File: src/rtl/rxem_pkg.sv
package rxem_pkg;
    localparam int N_HDR  = 5;
    localparam int N_STAT = 10;
    localparam int N_CNT  = 3;
    localparam int REG_W  = 16;

    localparam int ST_UND       = 5;
    localparam int ST_OVR       = 6;
    localparam int ST_WRAP_BASE = 7;

    localparam int SEL_LSB  = 0;
    localparam int IEN_LSB  = N_HDR;
    localparam int TEST_BIT = REG_W - 1;

    typedef enum logic [2:0] {
        A_CTRL = 3'd0,
        A_STAT = 3'd1,
        A_MCNT = 3'd2,
        A_MID  = 3'd3,
        A_UCNT = 3'd4,
        A_UID  = 3'd5,
        A_OCNT = 3'd6,
        A_OID  = 3'd7
    } reg_addr_e;
endpackage

File: src/rtl/rxem_evt_counter.sv
module rxem_evt_counter #(
    parameter int CNT_W = 16,
    parameter int ID_W  = 8
) (
    input  logic             clk,
    input  logic             rst_n,
    input  logic             inc,
    input  logic [ID_W-1:0]  inc_id,
    input  logic             clr,
    output logic [CNT_W-1:0] count,
    output logic [ID_W-1:0]  last_id,
    output logic             wrap
);
    localparam logic [CNT_W-1:0] CNT_MAX = '1;

    always_ff @(posedge clk) begin
        if (!rst_n) begin
            count   <= '0;
            last_id <= '0;
        end else begin
            if (clr)
                count <= '0;
            else if (inc)
                count <= count + 1'b1;
            if (inc && !clr)
                last_id <= inc_id;
        end
    end

    assign wrap = inc && !clr && (count == CNT_MAX);


    cnt_step_chk: assert property (@(posedge clk) disable iff (!rst_n)
        (inc && !clr) |=> count == $past(count) + 1'b1);

    cnt_clr_chk: assert property (@(posedge clk) disable iff (!rst_n)
        clr |=> count == '0);

    cnt_idle_chk: assert property (@(posedge clk) disable iff (!rst_n)
        (!inc && !clr) |=> ($stable(count) && $stable(last_id)));
endmodule

File: src/rtl/rxem_status.sv
module rxem_status #(
    parameter int N = 10
) (
    input  logic         clk,
    input  logic         rst_n,
    input  logic [N-1:0] set,
    input  logic [N-1:0] clr,
    output logic [N-1:0] status
);
    always_ff @(posedge clk) begin
        if (!rst_n)
            status <= '0;
        else
            status <= (status & ~clr) | set;
    end


    sticky_chk: assert property (@(posedge clk) disable iff (!rst_n)
        1'b1 |=> ((($past(status) & ~$past(clr)) & ~status) == '0));

    set_wins_chk: assert property (@(posedge clk) disable iff (!rst_n)
        (|set) |=> ((status & $past(set)) == $past(set)));
endmodule

File: src/rtl/rx_err_monitor.sv
module rx_err_monitor
    import rxem_pkg::*;
#(
    parameter int CH_W  = 8,
    parameter int CNT_W = 16
) (
    input  logic                  clk,
    input  logic                  rst_n,
    input  logic [N_HDR-1:0]      hdr_err,
    input  logic [N_HDR*CH_W-1:0] hdr_chan,
    input  logic                  und_evt,
    input  logic [CH_W-1:0]       und_chan,
    input  logic                  ovr_evt,
    input  logic [CH_W-1:0]       ovr_chan,
    input  logic                  reg_we,
    input  logic [2:0]            reg_addr,
    input  logic [REG_W-1:0]      reg_wdata,
    output logic [REG_W-1:0]      reg_rdata,
    output logic                  srv_req
);
    logic [REG_W-1:0]  ctrl_q;
    logic [N_STAT-1:0] status_q;
    logic [N_STAT-1:0] stat_set;
    logic [N_STAT-1:0] stat_clr;
    logic [N_HDR-1:0]  sel;
    logic [N_STAT-1:0] ien;
    logic              test;
    logic [N_HDR-1:0]  misc_hit;
    logic [CH_W-1:0]   misc_id;
    logic [N_CNT-1:0]  cnt_inc;
    logic [N_CNT-1:0]  cnt_clr;
    logic [N_CNT-1:0]  cnt_wrap;
    logic [CH_W-1:0]   cnt_in_id [N_CNT];
    logic [CNT_W-1:0]  cnt_val   [N_CNT];
    logic [CH_W-1:0]   cnt_id    [N_CNT];
    logic              srv_q;

    assign sel      = ctrl_q[SEL_LSB +: N_HDR];
    assign ien      = ctrl_q[IEN_LSB +: N_STAT];
    assign test     = ctrl_q[TEST_BIT];
    assign misc_hit = hdr_err & sel;

    always_ff @(posedge clk) begin
        if (!rst_n)
            ctrl_q <= '0;
        else if (reg_we && reg_addr == A_CTRL)
            ctrl_q <= reg_wdata;
    end

    always_comb begin
        misc_id = hdr_chan[0 +: CH_W];
        for (int i = N_HDR - 1; i >= 0; i--) begin
            if (misc_hit[i])
                misc_id = hdr_chan[i*CH_W +: CH_W];
        end
    end

    assign cnt_inc[0]   = (|misc_hit) || test;
    assign cnt_inc[1]   = und_evt || test;
    assign cnt_inc[2]   = ovr_evt || test;
    assign cnt_in_id[0] = misc_id;
    assign cnt_in_id[1] = und_chan;
    assign cnt_in_id[2] = ovr_chan;

    for (genvar k = 0; k < N_CNT; k++) begin : g_cnt
        assign cnt_clr[k] = reg_we && (reg_addr == 3'(A_MCNT + 2 * k));
        rxem_evt_counter #(.CNT_W(CNT_W), .ID_W(CH_W)) u_cnt (
            .clk     (clk),
            .rst_n   (rst_n),
            .inc     (cnt_inc[k]),
            .inc_id  (cnt_in_id[k]),
            .clr     (cnt_clr[k]),
            .count   (cnt_val[k]),
            .last_id (cnt_id[k]),
            .wrap    (cnt_wrap[k])
        );
    end

    assign stat_set = test ? '1 : {cnt_wrap, ovr_evt, und_evt, hdr_err};
    assign stat_clr = (reg_we && reg_addr == A_STAT) ? reg_wdata[N_STAT-1:0] : '0;

    rxem_status #(.N(N_STAT)) u_status (
        .clk    (clk),
        .rst_n  (rst_n),
        .set    (stat_set),
        .clr    (stat_clr),
        .status (status_q)
    );

    always_ff @(posedge clk) begin
        if (!rst_n)
            srv_q <= 1'b0;
        else
            srv_q <= |(status_q & ien);
    end
    assign srv_req = srv_q;

    always_comb begin
        reg_rdata = '0;
        unique case (reg_addr_e'(reg_addr))
            A_CTRL: reg_rdata = ctrl_q;
            A_STAT: reg_rdata[N_STAT-1:0] = status_q;
            A_MCNT: reg_rdata[CNT_W-1:0]  = cnt_val[0];
            A_MID:  reg_rdata[CH_W-1:0]   = cnt_id[0];
            A_UCNT: reg_rdata[CNT_W-1:0]  = cnt_val[1];
            A_UID:  reg_rdata[CH_W-1:0]   = cnt_id[1];
            A_OCNT: reg_rdata[CNT_W-1:0]  = cnt_val[2];
            A_OID:  reg_rdata[CH_W-1:0]   = cnt_id[2];
        endcase
    end


    srv_rise_chk: assert property (@(posedge clk) disable iff (!rst_n)
        $rose(srv_req) |-> $past(|(status_q & ien)));

    test_force_chk: assert property (@(posedge clk) disable iff (!rst_n)
        test |=> (&status_q));

    misc_sel_chk: assert property (@(posedge clk) disable iff (!rst_n)
        (misc_hit == '0 && !test && !cnt_clr[0]) |=> $stable(cnt_val[0]));

    und_stat_chk: assert property (@(posedge clk) disable iff (!rst_n)
        und_evt |=> status_q[ST_UND]);
endmodule

File: config.mk
export PLATFORM = sky130hd
export DESIGN_NAME = rx_err_monitor
export DESIGN_NICKNAME = d
export VERILOG_FILES = /design/src/rtl/rxem_pkg.sv /design/src/rtl/rxem_evt_counter.sv /design/src/rtl/rxem_status.sv /design/src/rtl/rx_err_monitor.sv
export SDC_FILE = /design/constraint.sdc
export NUM_CORES = 1
export LEC_CHECK = 0
export BUFFER_PORTS_ARGS = -buffer_cell sky130_fd_sc_hd__buf_2
export CORE_ASPECT_RATIO = 0.8
export CORE_UTILIZATION = 61
export CTS_BUF_LIST = sky130_fd_sc_hd__clkbuf_16
export CTS_CLUSTER_DIAMETER = 150
export DETAILED_ROUTE_END_ITERATION = 16
export PLACE_DENSITY = 0.95
export SYNTH_ARGS = -nofsm -noshare
export SYNTH_HDL_FRONTEND = slang
export SYNTH_HIERARCHICAL = 1
export SYNTH_SLANG_ARGS = --single-unit
export TNS_END_PERCENT = 30
File: constraint.sdc
create_clock -name clk -period 3.95 [get_ports clk]
set_input_delay 0.5925 -clock clk [delete_from_list [all_inputs] [get_ports clk]]
set_output_delay 0.5925 -clock clk [all_outputs]
set_load 0.05 [all_outputs]
==> impl_results.md <==
- # rows: 30
- Setup WS pre-CTS: roughly 1 ns
- Synth top area share: 35.36%
- Worst Tran Pin Value: 0.7885 ns
- Post-Syn Area: 5605 um2
- Crit path kind: in2out
- Total Routing Usage GR: 36.48%
- Root buf cell: clkbuf_16
- Setup TNS: 0 ns
- CTS resizes: 0
- First-pass GRT wire length: 26.47 mm
- R2R Path End: u_status/status[7]
- Critical Path AT: 2.39 ns
- Min-delay src: reg_wdata[10]
- Final setup viols: 0
- Post-synth ARST share: 0%
- Clk buf depth: 2
- Residual DRC count: 0
- Synth cell types: 48
- Die Ht: 87.74 um
- Area occupied by multi-input gates: 3341 um2
- # IOs: around 100
- Initial antenna violation count: 0
- Worst path max stage delay: 0.42 ns
- Routed vias/inst: 6.451
- Setup WS post-layout: around 1 ns
- Final hold vios: 0
- TritonCTS clock tree: yes
- Largest net degree at the start of global routing: 39
- Synth area leaders: dfxtp_1 35%, nand2_1 8.2%, nor2_1 3.8%, a21oi_1 3.2%, a21boi_0 3.2%
- Post-layout min period: 2.978 ns
- Max Freq: between 300 and 400 MHz
- CTS clk-pin slew, worst paths: around 0.070 ns
- Top-count cell post-synth: nand2_1
- FF-to-FF path depth: 8
- Critical path fanouts, max: 24
- Max-slew headroom: between 40% and 50%
- Routed len/inst: between 15 and 20 um
- Pleak: 2.528 nW
- Final GP Congestion: a little under 1
- Final Cell Area: 6370 um2
- Initial Utilization: 64.37%
- Post-place instance area: a little over 6000 um2
- Power per cell area: 359.1 nW/um2
- Fin Clk Skew: 0.005096 ns
- Area leader, netlist: dfxtp_1
- Vias: 5696
- Worst setup path startpoint: reg_addr[2]
- IO buf count: 101
- Number of max-cap violations: 0
- Layout cells sized above 1: 21.66%
- Req. time, crit path: 3.36 ns
- Total congestion overflow: 0
- Routed Wire Length: 16.79 mm
- Avg Cell Area, Syn: 8.147 um2
- Hold_buf cts: 0
- Startpoint types: primary input
- Top cells by count, synth: 123 x nand2_1, 99 x dfxtp_1, 56 x nor2_1
- Die Wd: between 100 and 150 um
- Clock Latency Late Sink: between 0.3 and 0.4 ns
- Main flop type after synthesis: dfxtp_1
- Critical-path cell list: buf_2 -> buf_4 -> nor2b_1 -> o22ai_1 -> a221oi_1 -> nor2_1 -> buf_2
- CP endpoint kind: output port
- Core Box Area: 8708 um2
- Diode count: 0
- Detailed placement HPWL: about 12 mm
- Critical path endpoint: reg_rdata[5]
- Area Growth Syn to Fin: 13.64%
- Postcts setup bufs: 0
- Register bit total from synthesis: roughly 100
- Post-synth EDFFs: 0
- Peak supply drop: slightly below 0.0004 V
- Reg2reg start: ctrl_q[2]
- Synth warn: 6
- DRT Pass-1 Iters: 6
- DR iter-0 viols: roughly 820
- Die area: 9579 um2
- Hold path depth: 3
- # fillers: 612
- Worst Hold Class: in2reg
- Total Power: approximately 2.3 mW
- TritonCTS Buffers: 9
- Crit path top cell by count: buf_2
- Final worst-path cycle share: 75.38%
- Synth Net Count: just under 800
- CP max-delay cell: a221oi_1
- Nets@finish: 854
- CTS H-tree lvls: 3
- Vias in the first global route: about 5300
- Sequential area share after synthesis: ~35%
- Sink Count: 99
- DRT antenna net count: 0
- RSZ-0062 raised after global routing: false
- Slew Limit Fails: 0
- Outcome: complete, no violations
- Register area: 1982 um2
- Synth Instances: 688
- R2R Setup Slk: 1.17 ns
==> worst min-delay path by stage <==
stage / endpoint / slack [ns]
2_1_floorplan: g_cnt[2].u_cnt/last_id[0] / 0.44
3_3_place_gp: g_cnt[1].u_cnt/last_id[2] / 0.46
3_5_place_dp: g_cnt[0].u_cnt/last_id[2] / 0.47
4_1_cts: ctrl_q[15] / 0.48
5_1_grt: ctrl_q[13] / 0.49
6_report: ctrl_q[10] / 0.48
==> logic make-up (layout without fill, tap and decap cells) <==
kind of cell,after synthesis,after routing,synth area share (%)
adder cells (fa/ha/maj),3,3,0.6697
multiplexers,34,34,7.902
buffers and inverters,53,136,5.044
XOR/XNOR,27,27,4.219
AND/OR/NAND/NOR,325,325,29.42
AO/OA/AOI/OAI,147,147,17.39
flip-flops,99,99,35.36
==> placed cells by master (no fill, tap or decap), drive strengths merged, types with 6 or more instances in the layout <==
cell	count
or2	10
a21boi	24
o21ai	29
nand2b	13
and3	6
xnor2	15
o21a	10
clkbuf	9
mux4	7
mux2i	15
or3	14
a221oi	17
nand3	21
dfxtp	99
mux2	12
buf	104
nor2	56
a22oi	6
xor2	12
a21oi	36
nor2b	24
nor3	16
nand4	16
and2	18
nand2	124
inv	16
==> final cells by class <==
cell class	count	area share (%)
Multi-Input combinational cell	536	52.45
Sequential cell	99	31.11
Timing Repair Buffer	104	8.289
Clock buffer	9	3.536
Tap cell	112	2.200
Clock inverter	7	1.473
Inverter	16	0.9428
==> power by group <==
part | internal [mW] | switching [mW]
Clock | 0.554 | 0.398
Sequential | 1.03 | 0.0329
Combinational | 0.108 | 0.168
==> critical path, delay by kind of cell <==
| family | cells | cell delay, ns |
|---|---|---|
| simple gates | 2 | 0.28 |
| buf+inv | 3 | 1.00 |
| compound gates | 2 | 0.51 |
==> state kept, by name, summed over array words and instances, names as in the netlist <==
| register | cells |
|---|---|
| ctrl_q | 16 |
| g_cnt.u_cnt/count | 48 |
| g_cnt.u_cnt/last_id | 24 |
| srv_req | 1 |
| u_status/status | 10 |
==> through the flow <==
| stage | util [%] | cells | hold slack (ns) |
|---|---|---|---|
| 3_5_place_dp | 69.48 | 867 | 0.4720 |
| 6_report | 73.15 | 883 | 0.4769 |
| 4_1_cts | 73.15 | 883 | 0.4767 |
| 5_1_grt | 73.15 | 883 | 0.4879 |
| 2_1_floorplan | - | 688 | 0.4391 |
| 3_3_place_gp | 69.48 | 867 | 0.4582 |
==> layer usage <==
layer | share of wire (%) | wire length [um] | track usage [%] | up-vias
met5 | 0 | 0 | 0 | -
met4 | 3.9 | 653 | 16.12 | 0
met3 | 11 | 1896 | 8.780 | 66
met2 | 44 | 7413 | 57.29 | 395
met1 | 41 | 6822 | 47.94 | 2669
li1 | - | - | - | 2566
(Power assumes the default switching activity.)
